==> src/rtl/ddrmon_pkg.sv <==
package ddrmon_pkg;
   localparam int unsigned BUS_W      = 32;
   localparam int unsigned MASK_LSB   = 16;
   localparam int unsigned CTRL_BITS  = 6;

   // register offsets inside one channel bank
   localparam int unsigned OFS_CTRL   = 'h04;
   localparam int unsigned OFS_WRCNT  = 'h20;
   localparam int unsigned OFS_RDCNT  = 'h24;
   localparam int unsigned OFS_CYCCNT = 'h28;
   localparam int unsigned OFS_ACCCNT = 'h2C;
   localparam int unsigned BANK_SPAN  = 'h30;

   // control bit positions
   localparam int unsigned CB_TIMER   = 0;
   localparam int unsigned CB_SWEN    = 1;
   localparam int unsigned CB_LP23    = 2;
   localparam int unsigned CB_HWEN    = 3;
   localparam int unsigned CB_LP4     = 4;
   localparam int unsigned CB_DDR4    = 5;

   // counter slots
   localparam int unsigned NUM_CNT    = 4;
   localparam int unsigned IX_WR      = 0;
   localparam int unsigned IX_RD      = 1;
   localparam int unsigned IX_CYC     = 2;
   localparam int unsigned IX_ACC     = 3;

   typedef enum logic [2:0] {
      SEL_NONE,
      SEL_CTRL,
      SEL_WR,
      SEL_RD,
      SEL_CYC,
      SEL_ACC
   } reg_sel_e;
endpackage

==> src/rtl/ddrmon_bank_decode.sv <==
module ddrmon_bank_decode
   import ddrmon_pkg::*;
#(
   parameter int unsigned ADDR_W = 16,
   parameter int unsigned STRIDE = 'h14,
   parameter int unsigned CH     = 0
) (
   input  logic [ADDR_W-1:0] addr,
   output reg_sel_e          sel
);
   localparam logic [ADDR_W-1:0] BASE = ADDR_W'(CH * STRIDE);

   logic              in_bank;
   logic [ADDR_W-1:0] ofs;

   generate
      if (CH == 0) begin : g_first
         assign in_bank = 1'b1;
      end else begin : g_other
         assign in_bank = (addr >= BASE);
      end
   endgenerate

   assign ofs = addr - BASE;

   always_comb begin
      sel = SEL_NONE;
      if (in_bank) begin
         case (ofs)
            ADDR_W'(OFS_CTRL):   sel = SEL_CTRL;
            ADDR_W'(OFS_WRCNT):  sel = SEL_WR;
            ADDR_W'(OFS_RDCNT):  sel = SEL_RD;
            ADDR_W'(OFS_CYCCNT): sel = SEL_CYC;
            ADDR_W'(OFS_ACCCNT): sel = SEL_ACC;
            default:             sel = SEL_NONE;
         endcase
      end
   end
endmodule

==> src/rtl/ddrmon_ctrl_reg.sv <==
module ddrmon_ctrl_reg
   import ddrmon_pkg::*;
(
   input  logic                 clk,
   input  logic                 rst_n,
   input  logic                 wr_stb,
   input  logic [CTRL_BITS-1:0] wval,
   input  logic [CTRL_BITS-1:0] wmask,
   output logic [CTRL_BITS-1:0] ctrl_q
);
   generate
      for (genvar b = 0; b < CTRL_BITS; b++) begin : g_bit
         always_ff @(posedge clk or negedge rst_n) begin
            if (!rst_n) begin
               ctrl_q[b] <= 1'b0;
            end else if (wr_stb && wmask[b]) begin
               ctrl_q[b] <= wval[b];
            end
         end
      end
   endgenerate

   AST_MASK_HOLD: assert property (@(posedge clk) disable iff (!rst_n)
      (wr_stb && (wmask == '0)) |=> $stable(ctrl_q)) else $error("mask hold");
   AST_MASK_SET_SWEN: assert property (@(posedge clk) disable iff (!rst_n)
      (wr_stb && wmask[CB_SWEN] && wval[CB_SWEN]) |=> ctrl_q[CB_SWEN]) else $error("mask set");
   AST_NO_WRITE_HOLD: assert property (@(posedge clk) disable iff (!rst_n)
      !wr_stb |=> $stable(ctrl_q)) else $error("ctrl moved without write");
endmodule

==> src/rtl/ddrmon_counter_set.sv <==
module ddrmon_counter_set
   import ddrmon_pkg::*;
#(
   parameter int unsigned CNT_W = 32
) (
   input  logic             clk,
   input  logic             rst_n,
   input  logic             en,
   input  logic             rd_stb,
   input  logic             wr_stb,
   output logic [CNT_W-1:0] cnt_wr,
   output logic [CNT_W-1:0] cnt_rd,
   output logic [CNT_W-1:0] cnt_cyc,
   output logic [CNT_W-1:0] cnt_acc
);
   logic               en_q;
   logic               start;
   logic [NUM_CNT-1:0] inc;
   logic [CNT_W-1:0]   cnt [NUM_CNT];

   always_ff @(posedge clk or negedge rst_n) begin
      if (!rst_n) en_q <= 1'b0;
      else        en_q <= en;
   end

   assign start       = en & ~en_q;
   assign inc[IX_WR]  = wr_stb;
   assign inc[IX_RD]  = rd_stb;
   assign inc[IX_CYC] = 1'b1;
   assign inc[IX_ACC] = rd_stb | wr_stb;

   generate
      for (genvar k = 0; k < NUM_CNT; k++) begin : g_cnt
         always_ff @(posedge clk or negedge rst_n) begin
            if (!rst_n) begin
               cnt[k] <= '0;
            end else if (en) begin
               cnt[k] <= (start ? '0 : cnt[k]) + CNT_W'(inc[k]);
            end
         end
      end
   endgenerate

   assign cnt_wr  = cnt[IX_WR];
   assign cnt_rd  = cnt[IX_RD];
   assign cnt_cyc = cnt[IX_CYC];
   assign cnt_acc = cnt[IX_ACC];

   AST_HOLD_WHEN_OFF: assert property (@(posedge clk) disable iff (!rst_n)
      !en |=> ($stable(cnt_wr) && $stable(cnt_rd) && $stable(cnt_cyc) && $stable(cnt_acc)))
      else $error("counter moved while disabled");
   AST_START_FROM_ONE: assert property (@(posedge clk) disable iff (!rst_n)
      (en && !en_q) |=> (cnt_cyc == CNT_W'(1))) else $error("restart");
   AST_CYCLE_STEP: assert property (@(posedge clk) disable iff (!rst_n)
      (en && en_q) |=> (cnt_cyc == $past(cnt_cyc) + CNT_W'(1))) else $error("cycle step");
   AST_ACC_STEP: assert property (@(posedge clk) disable iff (!rst_n)
      (en && en_q) |=> (cnt_acc == $past(cnt_acc) + CNT_W'($past(rd_stb | wr_stb))))
      else $error("access step");
endmodule

==> src/rtl/ddr_traffic_monitor.sv <==
module ddr_traffic_monitor
   import ddrmon_pkg::*;
#(
   parameter int unsigned NUM_CH = 2,
   parameter int unsigned STRIDE = 'h14,
   parameter int unsigned ADDR_W = 16,
   parameter int unsigned CNT_W  = 32
) (
   input  logic              clk,
   input  logic              rst_n,
   input  logic [ADDR_W-1:0] bus_addr,
   input  logic              bus_we,
   input  logic [31:0]       bus_wdata,
   output logic [31:0]       bus_rdata,
   input  logic [NUM_CH-1:0] cmd_rd,
   input  logic [NUM_CH-1:0] cmd_wr
);
   localparam int unsigned MAP_TOP = (NUM_CH - 1) * STRIDE + BANK_SPAN;

   // elaboration-time parameter checks
   generate
      if (NUM_CH < 1 || NUM_CH > 4) begin : g_bad_nch
         $error("NUM_CH must be 1..4");
      end
      if (CNT_W < 2 || CNT_W > BUS_W) begin : g_bad_cntw
         $error("CNT_W must be 2..32");
      end
      if ((STRIDE % 4) != 0) begin : g_bad_align
         $error("STRIDE must be word aligned");
      end
      if (NUM_CH > 1 && !(STRIDE >= BANK_SPAN || (STRIDE == 'h14 && NUM_CH <= 2))) begin : g_bad_stride
         $error("STRIDE makes channel banks collide");
      end
      if (MAP_TOP > (1 << ADDR_W)) begin : g_bad_addr
         $error("ADDR_W too narrow for the register map");
      end
   endgenerate

   logic [CTRL_BITS-1:0] wval;
   logic [CTRL_BITS-1:0] wmask;
   logic                 unused_wdata_bits;

   assign wval              = bus_wdata[CTRL_BITS-1:0];
   assign wmask             = bus_wdata[MASK_LSB +: CTRL_BITS];
   assign unused_wdata_bits = ^{bus_wdata[MASK_LSB-1:CTRL_BITS], bus_wdata[BUS_W-1:MASK_LSB+CTRL_BITS]};

   reg_sel_e          sel  [NUM_CH];
   logic [31:0]       part [NUM_CH];
   logic [NUM_CH-1:0] hit;

   generate
      for (genvar ch = 0; ch < NUM_CH; ch++) begin : g_ch
         logic [CTRL_BITS-1:0] ctrl_q;
         logic [CNT_W-1:0]     c_wr, c_rd, c_cyc, c_acc;

         ddrmon_bank_decode #(
            .ADDR_W (ADDR_W),
            .STRIDE (STRIDE),
            .CH     (ch)
         ) u_dec (
            .addr (bus_addr),
            .sel  (sel[ch])
         );

         ddrmon_ctrl_reg u_ctrl (
            .clk    (clk),
            .rst_n  (rst_n),
            .wr_stb (bus_we && (sel[ch] == SEL_CTRL)),
            .wval   (wval),
            .wmask  (wmask),
            .ctrl_q (ctrl_q)
         );

         ddrmon_counter_set #(
            .CNT_W (CNT_W)
         ) u_cnt (
            .clk     (clk),
            .rst_n   (rst_n),
            .en      (ctrl_q[CB_SWEN]),
            .rd_stb  (cmd_rd[ch]),
            .wr_stb  (cmd_wr[ch]),
            .cnt_wr  (c_wr),
            .cnt_rd  (c_rd),
            .cnt_cyc (c_cyc),
            .cnt_acc (c_acc)
         );

         assign hit[ch] = (sel[ch] != SEL_NONE);

         always_comb begin
            case (sel[ch])
               SEL_CTRL: part[ch] = 32'(ctrl_q);
               SEL_WR:   part[ch] = 32'(c_wr);
               SEL_RD:   part[ch] = 32'(c_rd);
               SEL_CYC:  part[ch] = 32'(c_cyc);
               SEL_ACC:  part[ch] = 32'(c_acc);
               default:  part[ch] = '0;
            endcase
         end

         AST_COUNTER_WRITE_IGNORED: assert property (@(posedge clk) disable iff (!rst_n)
            (bus_we && (sel[ch] inside {SEL_WR, SEL_RD, SEL_CYC, SEL_ACC}) && !ctrl_q[CB_SWEN])
            |=> ($stable(c_wr) && $stable(c_rd) && $stable(c_cyc) && $stable(c_acc)))
            else $error("counter write took effect");
      end
   endgenerate

   always_comb begin
      bus_rdata = '0;
      for (int ch = 0; ch < NUM_CH; ch++) begin
         bus_rdata = bus_rdata | part[ch];
      end
   end

   AST_ONE_BANK: assert property (@(posedge clk) disable iff (!rst_n)
      $onehot0(hit)) else $error("address claimed by two banks");
   AST_UNMAPPED_ZERO: assert property (@(posedge clk) disable iff (!rst_n)
      (hit == '0) |-> (bus_rdata == '0)) else $error("unmapped read not zero");
endmodule

==> config.mk <==
export PLATFORM = sky130hd
export DESIGN_NAME = ddr_traffic_monitor
export DESIGN_NICKNAME = d
export VERILOG_FILES = /design/src/rtl/ddrmon_pkg.sv /design/src/rtl/ddrmon_bank_decode.sv /design/src/rtl/ddrmon_ctrl_reg.sv /design/src/rtl/ddrmon_counter_set.sv /design/src/rtl/ddr_traffic_monitor.sv
export SDC_FILE = /design/constraint.sdc
export NUM_CORES = 1
export LEC_CHECK = 0
export BUFFER_PORTS_ARGS = -buffer_cell sky130_fd_sc_hd__buf_2
export CAP_MARGIN = 25
export CORE_UTILIZATION = 55
export DETAILED_ROUTE_END_ITERATION = 7
export MAX_ROUTING_LAYER = met4
export PLACE_DENSITY = 0.75
export SLEW_MARGIN = 20
export SYNTH_ARGS = -nofsm -noshare
export SYNTH_HDL_FRONTEND = slang
export SYNTH_SLANG_ARGS = --single-unit
==> constraint.sdc <==
create_clock -name clk -period 3.2 [get_ports clk]
set_clock_uncertainty 0.1 [all_clocks]
set_input_delay 0.48 -clock clk [delete_from_list [all_inputs] [get_ports clk]]
set_output_delay 0.48 -clock clk [all_outputs]
set_load 0.02 [all_outputs]
==> results of run 1 <==
==> cell type report <==
cell class / instances / area [sq um] / share of cell area, %
Timing Repair Buffer: 145 / 1170 / 6.27
Clock buffer: 45 / 928 / 4.96
Sequential cell: 270 / 6760 / 36.1
Multi-Input combinational cell: 1384 / 9140 / 48.8
Tap cell: 384 / 480 / 2.57
Clock inverter: 11 / 111 / 0.595
Inverter: 37 / 139 / 0.742
==> stage by stage <==
step	std cells	util, %
finish	2276	64.7
global route	2276	64.7
CTS	2276	64.6
detailed placement	2215	60.3
global placement	2215	60.3
floorplan	1789	-
==> registers in the layout (all words and copies together) (netlist names) <==
signal / cells
g_ch.u_cnt.cnt_acc: 64
g_ch.u_cnt.cnt_cyc: 64
g_ch.u_cnt.cnt_rd: 64
g_ch.u_cnt.cnt_wr: 64
g_ch.u_cnt.en_q: 2
g_ch.u_ctrl.ctrl_q: 12
==> power groups by stage <==
stage                     logic [mW]  registers, mW  clock network, mW
after floorplan               0.0814           3.49                  0
after global placement         0.227           3.49                  0
after detailed placement       0.231           3.49                  0
after CTS                      0.236           3.43               3.66
after global routing           0.262           3.43               3.78
final                          0.237           3.43               3.62
==> placed cells by master (no fill, tap or decap), types with 10 or more instances in the layout <==
master / Yosys / layout
a21oi_1: 82 / 82
and4_1: 26 / 26
buf_12: 1 / 11
clkbuf_8: 0 / 10
mux4_2: 8 / 15
buf_6: 2 / 16
nand3_1: 110 / 110
xor2_1: 61 / 61
a211o_1: 10 / 10
buf_4: 0 / 63
a22oi_1: 10 / 10
mux2_2: 38 / 31
o31ai_1: 26 / 26
a22o_1: 16 / 12
or3_1: 54 / 53
nand2_1: 203 / 201
o211ai_1: 12 / 12
xnor2_1: 74 / 74
o21ai_0: 76 / 75
o22ai_1: 27 / 21
inv_1: 36 / 36
nand4_1: 68 / 68
ha_1: 14 / 14
mux2i_1: 56 / 56
or4_1: 28 / 26
nor2_1: 128 / 128
and3_1: 58 / 57
dfrtp_1: 270 / 270
nor3_1: 33 / 31
buf_2: 15 / 52
clkbuf_16: 0 / 31
and2_1: 29 / 29
a31o_2: 12 / 12
nor4_1: 34 / 34
==> final timing paths <==
| kind | to | slack (ns) | cells after the start |
|---|---|---|---|
| setup / recovery | bus_rdata[11] | -0.16 | 8 |
| hold / removal | g_ch[0].u_ctrl.ctrl_q[4]$_DFFE_PN0P_ | 0.06 | 2 |
| setup reg to reg | g_ch[1].u_cnt.cnt_wr[18]$_DFFE_PN0P_ | 0.21 | 8 |
| hold reg to reg | g_ch[1].u_ctrl.ctrl_q[2]$_DFFE_PN0P_ | 0.42 | 1 |
| max in group asynchronous | g_ch[0].u_cnt.cnt_wr[20]$_DFFE_PN0P_ | 1.82 | 3 |
| min in group asynchronous | g_ch[1].u_cnt.cnt_acc[3]$_DFFE_PN0P_ | 0.38 | 2 |
==> worst max-delay path, stage by stage <==
cell	delay [ns]
buf_8	0.10
or4_4	0.54
or3_4	0.43
nor2_8	0.15
buf_12	0.17
mux4_2	0.52
a22o_4	0.25
buf_6	0.13
==> logic make-up after synthesis <==
| group | count (synthesis) | synth area share, % |
|---|---|---|
| AND/OR/NAND/NOR | 813 | 26.2 |
| XOR/XNOR | 135 | 7.25 |
| flip-flops | 270 | 41.4 |
| adder cells (fa/ha/maj) | 14 | 1.07 |
| buffers and inverters | 135 | 3.42 |
| multiplexers | 109 | 8.29 |
| AO/OA/AOI/OAI | 313 | 12.4 |
==> per-layer routing <==
metal | up-vias | wire length, microns | track usage [%]
met5 | - | 0 | -
met2 | 567 | 23000 | 52.6
met3 | 117 | 2790 | 3.41
li1 | 6720 | - | -
met4 | 0 | 1430 | 10.2
met1 | 7253 | 20400 | 43.1
==> repair_timing <==
action                                 4_1_cts  5_1_grt
setup endpoints to repair                   26       32
gates cloned                                 1        1
hold buffers                                 1        0
endpoints found under the hold margin       73        0
pin swaps                                    9        4
buffers inserted                             3        0
gates resized for setup                     41       17
==> results.md, run 1 <==
- Die extent in x: approximately 170 microns
- DRC: 0
- Vias: ~15,000
- Cell area after layout: about 19,000 sq um
- Sequential share of the synthesized area: around two fifths
- Dpl hpwl: about 34,000 microns
- Worst setup slack after layout: -0.156 ns
- Starting density of the core: around 56%
- First-pass GRT wire length: between 70,000 and 80,000 microns
- Most common cell in the netlist: dfrtp_1
- Routed vias/inst: between 6 and 7
- Final Setup Violations: 16
- Initial antenna violation count: 0
- Worst Path Required: between 2 and 3 ns
- Tightest Hold Check Type: primary input to flip-flop
- Max_cap viols: 0
- Total grt overflow: 0
- F_max: between 200 and 300 MHz
- Vias in the first global route: around 14,000
- Startpoint types: primary input
- Unrepaired setup endpoints after global routing: yes
- Final hold vios: 0
- Placeable core area: 28,900 sq um
- Switching share of power: between 20% and 30%
- Syn nets: between 1,500 and 2,000
- Clock power share: 49.7%
- Worst-margin pin slew: about 0.72 ns
- CTS tree: done
- Initial DRC Count: approximately 1,500
- GP Congestion: slightly above 0.9
- # rows: between 60 and 70
- Yosys cell types: 67
- Top FF cell, synth: dfrtp_1
- Failing checks: setup timing
- DP Area: between 15,000 and 20,000 sq um
- PD cells: 389 nW/um^2
- Setup Crit Path Kind: primary input to output port
- CP Capture Type: output port
- Yosys top cell area share: 41.4%
- Syn Inst Count: 1,789
- Crit path DAT: ~2.8 ns
- Final Slew Violations: 0
- H-tree Lvls: 1
- Antenna viol nets, final: 0
- Detail-routed net length per standard cell: 20.9 microns
- Final period utilization: 105%
- Die footprint: 30,300 sq um
- Crit path launch: bus_addr[4]
- EDFF count, synth: 0
- CTS Buffer Depth: 3
- Fin nets: between 1,500 and 2,000
- Largest net degree at the start of global routing: between 70 and 80
- Layout cells sized above 1: 15.8%
- Drt first pass iters: 5
- Slew HR: 51.4%
- Post-route minimum period: about 3.4 ns
- Pwr Total: between 7 and 8 mW
- IO Pins: 87
- Async SR Flop Fraction: 100%
- N_diodes: 0
- Worst r2r src: g_ch[1].u_ctrl.ctrl_q[1]$_DFFE_PN0P_
- Root Buffer: clkbuf_16
- Fin Setup TNS: -1.68 ns
- Worst-skew pair later-pin latency: between 0.5 and 0.6 ns
- # fillers: roughly 2,300
- Worst hold margin: 0.0619 ns
- Area Growth Syn to Fin: 14.8%
- Flop pwr share: a little under half
- Worst vdd ir: slightly above 0.4 mV
- DRT Wirelength: 47,600 microns
- Worst-path maximum fanout: 9
- Synth top area cells: dfrtp_1 (41%), nand2_1 (4.7%), xnor2_1 (4.0%)
- Syn. warnings: 0
- Psw: roughly 1.6 mW
- Post-synth top area cell: dfrtp_1
- Lkg Pwr: around 8.0 nW
- Hold Startpoint: bus_wdata[4]
- FF+latch count, synth: between 200 and 300
- Clock buffer count from CTS: 31
- Cell area after synthesis: roughly 16,000 sq um
- Worst-path clk slew: around 0.070 ns
- CTS sink count: 270
- Top cells by count, synth: dfrtp_1 (270), nand2_1 (203), nor2_1 (128), nand3_1 (110), a21oi_1 (82)
- Logic pwr share: 3.3%
- Internal Power: approximately 5.7 mW
- Die H: ~170 microns
- Placement Setup Slack: -0.339 ns
- Avg Cell Area, Syn: between 9 and 10 sq um
- I/O Buffers: 66
- GR Util All Layers: 32.5%
- Status: complete, but fails checks
(Power assumes the default switching activity.)
==> run 2: changes to the inputs <==
--- a/config.mk
+++ b/config.mk
@@ -10,7 +10,7 @@
 export CORE_UTILIZATION = 55
 export DETAILED_ROUTE_END_ITERATION = 7
 export MAX_ROUTING_LAYER = met4
-export PLACE_DENSITY = 0.75
+export PLACE_DENSITY = 0.72
 export SLEW_MARGIN = 20
 export SYNTH_ARGS = -nofsm -noshare
 export SYNTH_HDL_FRONTEND = slang
==> constraint.sdc (replaced) <==
create_clock -name clk -period 3.4 [get_ports clk]
set_clock_uncertainty 0.1 [all_clocks]
set_input_delay 0.51 -clock clk [delete_from_list [all_inputs] [get_ports clk]]
set_output_delay 0.51 -clock clk [all_outputs]
set_load 0.02 [all_outputs]
==> results.md, run 2 (synthesis results as in run 1) <==
- Failing checks: setup timing
- Initial antenna violation count: 0
- Root Buffer: clkbuf_16
- CTS Buffer Depth: 3
- Status: complete, but fails checks
- Fin nets: just under 2,000
- IO Pins: 87
- Routed vias/inst: 6.38
- Final core utilization: between 60% and 70%
- Die H: 174 microns
- Worst Path Required: around 2.8 ns
- Final Slew Violations: 0
- Antenna viol nets, final: 0
- Starting density of the core: a little under three fifths
- Clock buffer count from CTS: 30
- Area Growth Syn to Fin: 13.0%
- N_diodes: 0
- Detail-routed net length per standard cell: 20.7 microns
- Post-route minimum period: approximately 3.4 ns
- Vias: 14,500
- DRC: 0
- Cell area after layout: 18,400 sq um
- Worst-path maximum fanout: 6
- Die footprint: a little over 30,000 sq um
- Placement Setup Slack: -0.124 ns
- Tightest Hold Check Type: primary input to flip-flop
- Startpoint types: primary input
- CP Capture Type: output port
- GP Congestion: 0.927
- DRT Wirelength: ~47,000 microns
- Final Setup Violations: 2
- Slowest CP cell: mux4_1
- Placeable core area: between 20,000 and 30,000 sq um
- CP bufs+invs: 3
- Largest delay contributor family on the critical path: simple AND/OR/NAND/NOR gates
- PD cells: approximately 350 nW/um^2
- Setup Crit Path Kind: primary input to output port
- Vias in the first global route: 13,800
- Slew HR: about half
- Most frequent cells in the layout: dfrtp_1 (270), nand2_1 (203), nor2_1 (128)
- CP max stage delay: about 0.55 ns
- CTS tree: done
- Layout cells sized above 1: 14.2%
- Worst vdd ir: roughly 0.33 mV
- Die extent in x: 174 microns
- Worst setup slack after layout: -0.00623 ns
- Largest net degree at the start of global routing: slightly below 90
- Initial DRC Count: around 1,300
- # rows: between 60 and 70
- Crit path DAT: 2.80 ns
- Final hold vios: 0
- DP Area: approximately 17,000 sq um
- Lkg Pwr: between 7 and 8 nW
- CTS sink count: 270
- Commonest non-fill, non-tap cell in the layout: dfrtp_1
- Fin Setup TNS: -0.00779 ns
- H-tree Lvls: 1
- Total grt overflow: 0
- F_max: 294 MHz
- First-pass GRT wire length: around 75,000 microns
- Drt first pass iters: 5
- Worst-skew pair later-pin latency: about 0.56 ns
- Unrepaired setup endpoints after global routing: yes
- Worst-path clk slew: 0.06 ns
- Final period utilization: 100%
- Max_cap viols: 0
- I/O Buffers: between 60 and 70
- GR Util All Layers: 31.9%
- Worst-margin pin slew: 0.737 ns
- Dpl hpwl: 33,300 microns
- Worst hold margin: roughly 0.1 ns
- Cell Chain, Critical Path: buf_6 > or4_4 > or3_4 > nor2_8 > buf_12 > mux4_1 > a22o_1 > buf_2
-- run 2: cell count changes in the layout (fill, tap and decap cells not counted), sizes merged --
cell,previous run,this run
clkinvlp,1,0
inv,37,36
clkbuf,45,47
buf,144,139
bufinv,2,0
-- run 2: cell type report --
class,instances,area (sq um)
inverters,37,139
fillers,2428,10500
repair buffers,140,1080
flip-flops and latches,270,6760
clock buffers,47,876
clock inverters,7,35.0
well taps,384,480
multi-input cells,1384,9060
-- run 2: worst reg2reg max path: stages, from the launching register on --
cell	delay, ns
dfrtp_1	0.41
nand2b_2	0.17
buf_4	0.32
nand4_1	0.31
or4_1	0.84
or4_1	0.56
a21oi_1	0.16
-- run 2: report_power, final --
| group | total [mW] | internal [mW] | switching [mW] |
|---|---|---|---|
| combinational | 0.217 | 0.0722 | 0.145 |
| sequential | 3.23 | 3.22 | 0.00716 |
| clock | 3.08 | 1.75 | 1.33 |
-- run 2: path summary, 6_finish.rpt --
check	slack, ns	end	startpoint	depth (start not counted)
min	0.10	g_ch[1].u_ctrl.ctrl_q[5]$_DFFE_PN0P_	bus_wdata[5]	2
min reg2reg	0.42	g_ch[0].u_ctrl.ctrl_q[2]$_DFFE_PN0P_	g_ch[0].u_ctrl.ctrl_q[2]$_DFFE_PN0P_	1
min in group asynchronous	0.46	g_ch[1].u_cnt.cnt_rd[3]$_DFFE_PN0P_	rst_n	2
max	-0.006	bus_rdata[7]	bus_addr[14]	8
max in group asynchronous	1.82	g_ch[1].u_cnt.cnt_cyc[16]$_DFFE_PN0P_	rst_n	3
max reg2reg	0.44	g_ch[1].u_cnt.cnt_acc[31]$_DFFE_PN0P_	g_ch[1].u_ctrl.ctrl_q[1]$_DFFE_PN0P_	6
-- run 2: layer usage --
| metal | GRT usage, % | up-vias | wire length [microns] |
|---|---|---|---|
| li1 | - | 6726 | - |
| met1 | 42.0 | 7209 | 20100 |
| met2 | 51.7 | 466 | 22600 |
| met3 | 3.63 | 82 | 2790 |
| met4 | 9.98 | 0 | 1400 |
| met5 | - | - | 0 |
-- run 2: repair_timing --
item,in CTS,in global routing
setup buffers,3,0
hold endpoints to repair,84,0
gates resized for setup,14,21
pin swaps,4,6
gates cloned,1,0
hold buffers,1,0
endpoints found under the setup margin,21,17
-- run 2: per-stage QoR --
stage	cells	power, mW
finish	2269	6.53
detailed placement	2211	3.50
global route	2269	6.70
global placement	2211	3.49
CTS	2270	6.55
floorplan	1789	3.36
==> run 3: changes to the inputs <==
--- a/config.mk
+++ b/config.mk
@@ -5,13 +5,15 @@
 export SDC_FILE = /design/constraint.sdc
 export NUM_CORES = 1
 export LEC_CHECK = 0
+export ABC_AREA = 1
 export BUFFER_PORTS_ARGS = -buffer_cell sky130_fd_sc_hd__buf_2
 export CAP_MARGIN = 25
 export CORE_UTILIZATION = 55
 export DETAILED_ROUTE_END_ITERATION = 7
 export MAX_ROUTING_LAYER = met4
-export PLACE_DENSITY = 0.72
+export PLACE_DENSITY = 0.71
 export SLEW_MARGIN = 20
 export SYNTH_ARGS = -nofsm -noshare
 export SYNTH_HDL_FRONTEND = slang
+export SYNTH_HIERARCHICAL = 1
 export SYNTH_SLANG_ARGS = --single-unit
==> results.md, run 3 <==
- Sequential share of the synthesized area: between 30% and 40%
- Worst vdd ir: 0.422 mV
- Lkg Pwr: roughly 11 nW
- CTS sink count: 270
- DRC: 0
- CTS tree: done
- Unrepaired setup endpoints after global routing: no
- Top cells by count, synth: nand2_1 (792), inv_1 (392), nor2_1 (363), nand3_1 (272), dfrtp_1 (270)
- Commonest non-fill, non-tap cell in the layout: nand2_1
- Clock power share: 51.2%
- Worst hold path cell count: 3
- XOR/XNOR Fraction of Synth Area: ~7.3%
- Final hold vios: 0
- Slew HR: a little over half
- Total grt overflow: 0
- Most common cell in the netlist: nand2_1
- Initial DRC Count: ~1,400
- Tightest Hold Check Type: primary input to flip-flop
- Cell area after synthesis: 19,500 sq um
- IO Pins: 87
- Largest net degree at the start of global routing: 73
- DP Area: approximately 20,000 sq um
- Avg Cell Area, Syn: around 6.8 sq um
- Root Buffer: clkbuf_16
- Vias in the first global route: 18,200
- Placeable core area: approximately 35,000 sq um
- Synth top area cells: dfrtp_1 (35%), nand2_1 (15%), inv_1 (7.5%)
- Worst-path clk slew: around 0.06 ns
- Post-synthesis mux area share: 0%
- Syn Inst Count: ~2,900
- Antenna viol nets, final: 0
- Internal Power: between 5 and 6 mW
- Starting density of the core: roughly 56%
- Clock buffer count from CTS: 35
- Yosys top cell area share: 34.6%
- Detail-routed net length per standard cell: 17.8 microns
- GR Util All Layers: a little over a third
- Area Growth Syn to Fin: 10.3%
- Cell area after layout: roughly 22,000 sq um
- Logic pwr share: approximately 4%
- Psw: 1.71 mW
- PD cells: 340 nW/um^2
- Main combinational cell family by area after synthesis: simple AND/OR/NAND/NOR gates
- CTS Buffer Depth: 3
- Reg-to-reg endpoint: g_ch[1].u_cnt/cnt_rd[28]$_DFFE_PN0P_
- Async SR Flop Fraction: 100%
- N_diodes: 0
- Worst-skew pair later-pin latency: approximately 0.53 ns
- Final Setup Violations: 0
- First-pass GRT wire length: approximately 96,000 microns
- Routed vias/inst: roughly 5.5
- Die footprint: about 36,000 sq um
- # rows: 68
- Die extent in x: approximately 190 microns
- R2r setup slk: 0.46 ns
- Most frequent cells in the layout: nand2_1 (790), inv_1 (392), nor2_1 (354)
- Vias: roughly 19,000
- I/O Buffers: between 60 and 70
- Dpl hpwl: around 45,000 microns
- Worst r2r src: g_ch[1].u_cnt/en_q$_DFF_PN0_
- Worst-path maximum fanout: 31
- Post-Synth Adder-Cell Area: less than 1%
- EDFF count, synth: 0
- Reg2Reg Depth: 13
- Startpoint types: primary input
- Initial antenna violation count: 0
- Worst-margin pin slew: between 0.7 and 0.8 ns
- DRT Wirelength: roughly 60,000 microns
- F_max: a little over 300 MHz
- Max_cap viols: 0
- Pwr Total: approximately 7.3 mW
- Compound-Gate Fraction of Synth Area: 1.75%
- Post-synth top area cell: dfrtp_1
- Crit path launch: bus_addr[14]
- Layout cells sized above 1: 11.9%
- Setup Crit Path Kind: primary input to output port
- Flop pwr share: 44.8%
- Fin Setup TNS: 0 ns
- Post-route minimum period: 3.22 ns
- Final core utilization: roughly 62%
- Switching share of power: a little under a quarter
- Crit path DAT: about 2.6 ns
- CP Capture Type: output port
- GP Congestion: 0.972
- FF+latch count, synth: 270
- Final period utilization: 94.8%
- Endpoint, Worst Hold: g_ch[0].u_ctrl/ctrl_q[4]$_DFFE_PN0P_
- Drt first pass iters: 6
- Top FF cell, synth: dfrtp_1
- Fin nets: roughly 3,000
- Syn nets: between 2,000 and 3,000
- Die H: between 150 and 200 microns
- Simple-gate area share of the yosys netlist: between 40% and 50%
- Worst Path Required: about 2.8 ns
- Hold Startpoint: bus_wdata[4]
- Status: complete, no violations
- Syn. warnings: 6
- Yosys cell types: 39
- H-tree Lvls: 2
- Final Slew Violations: 0
-- run 3: through the flow --
step,worst slack [ns],std cells,hold WS (ns)
after floorplan,0.765,2869,0.114
after global placement,0.216,3324,0.376
after detailed placement,0.155,3324,0.372
after CTS,0.151,3385,0.105
after global routing,0.00324,3391,0.131
final,0.176,3391,0.125
-- run 3: per-layer routing --
metal	global-route usage (%)	wire length [microns]	vias up
met5	-	0	-
met4	16.2	3070	0
met3	4.31	3110	166
met2	57.7	28900	593
met1	42.4	25300	8896
li1	-	-	9154
-- run 3: cells by family after synthesis --
| group | after synthesis |
|---|---|
| fa+ha+maj | 14 |
| buf+inv | 518 |
| simple gates | 1841 |
| xor+xnor | 162 |
| flops | 270 |
| compound gates | 64 |
-- run 3: critical path: stages --
cell and delay (ns):
buf_2 0.10, nor2_1 0.10, nand2_1 0.07, nor2_2 0.15
o21ai_1 0.10, nor2_2 0.18, nand3_1 0.16, nand2_4 0.13
inv_2 0.06, nand3_1 0.13, buf_12 0.19, o21ai_0 0.15
nor2_2 0.24, nand2_1 0.14, buf_2 0.18
-- run 3: what timing repair did --
item / in CTS / in global routing
endpoints found under the setup margin: 0 / 24
resized for setup: 0 / 9
hold buffers: 1 / 0
buffers inserted: 0 / 4
endpoints found under the hold margin: 67 / 0
-- run 3: layout make-up --
| cell class | instances | area (sq um) |
|---|---|---|
| clock buffer | 52 | 1040 |
| clock inverter | 8 | 96.3 |
| fill | 3240 | 13200 |
| inverter | 403 | 1520 |
| multi-input combinational | 2081 | 10500 |
| sequential | 270 | 6760 |
| tap | 455 | 569 |
| timing repair buffer | 122 | 1030 |
-- run 3: how the worst max path moves through the flow --
stage                                                       to  cells past startpoint
after detailed placement                         bus_rdata[30]                     14
after CTS                                        bus_rdata[30]                     14
after floorplan           g_ch[0].u_cnt/cnt_rd[28]$_DFFE_PN0P_                     17
after global placement                           bus_rdata[16]                     16
final                                            bus_rdata[14]                     15
after global routing                             bus_rdata[18]                     17
-- run 3: power by group through the flow --
stage / logic, mW / registers, mW / clock network (mW)
after floorplan: 0.145 / 3.32 / 0
after global placement: 0.286 / 3.33 / 0
after detailed placement: 0.292 / 3.33 / 0
after CTS: 0.295 / 3.27 / 3.80
after global routing: 0.334 / 3.28 / 3.92
final: 0.293 / 3.28 / 3.74
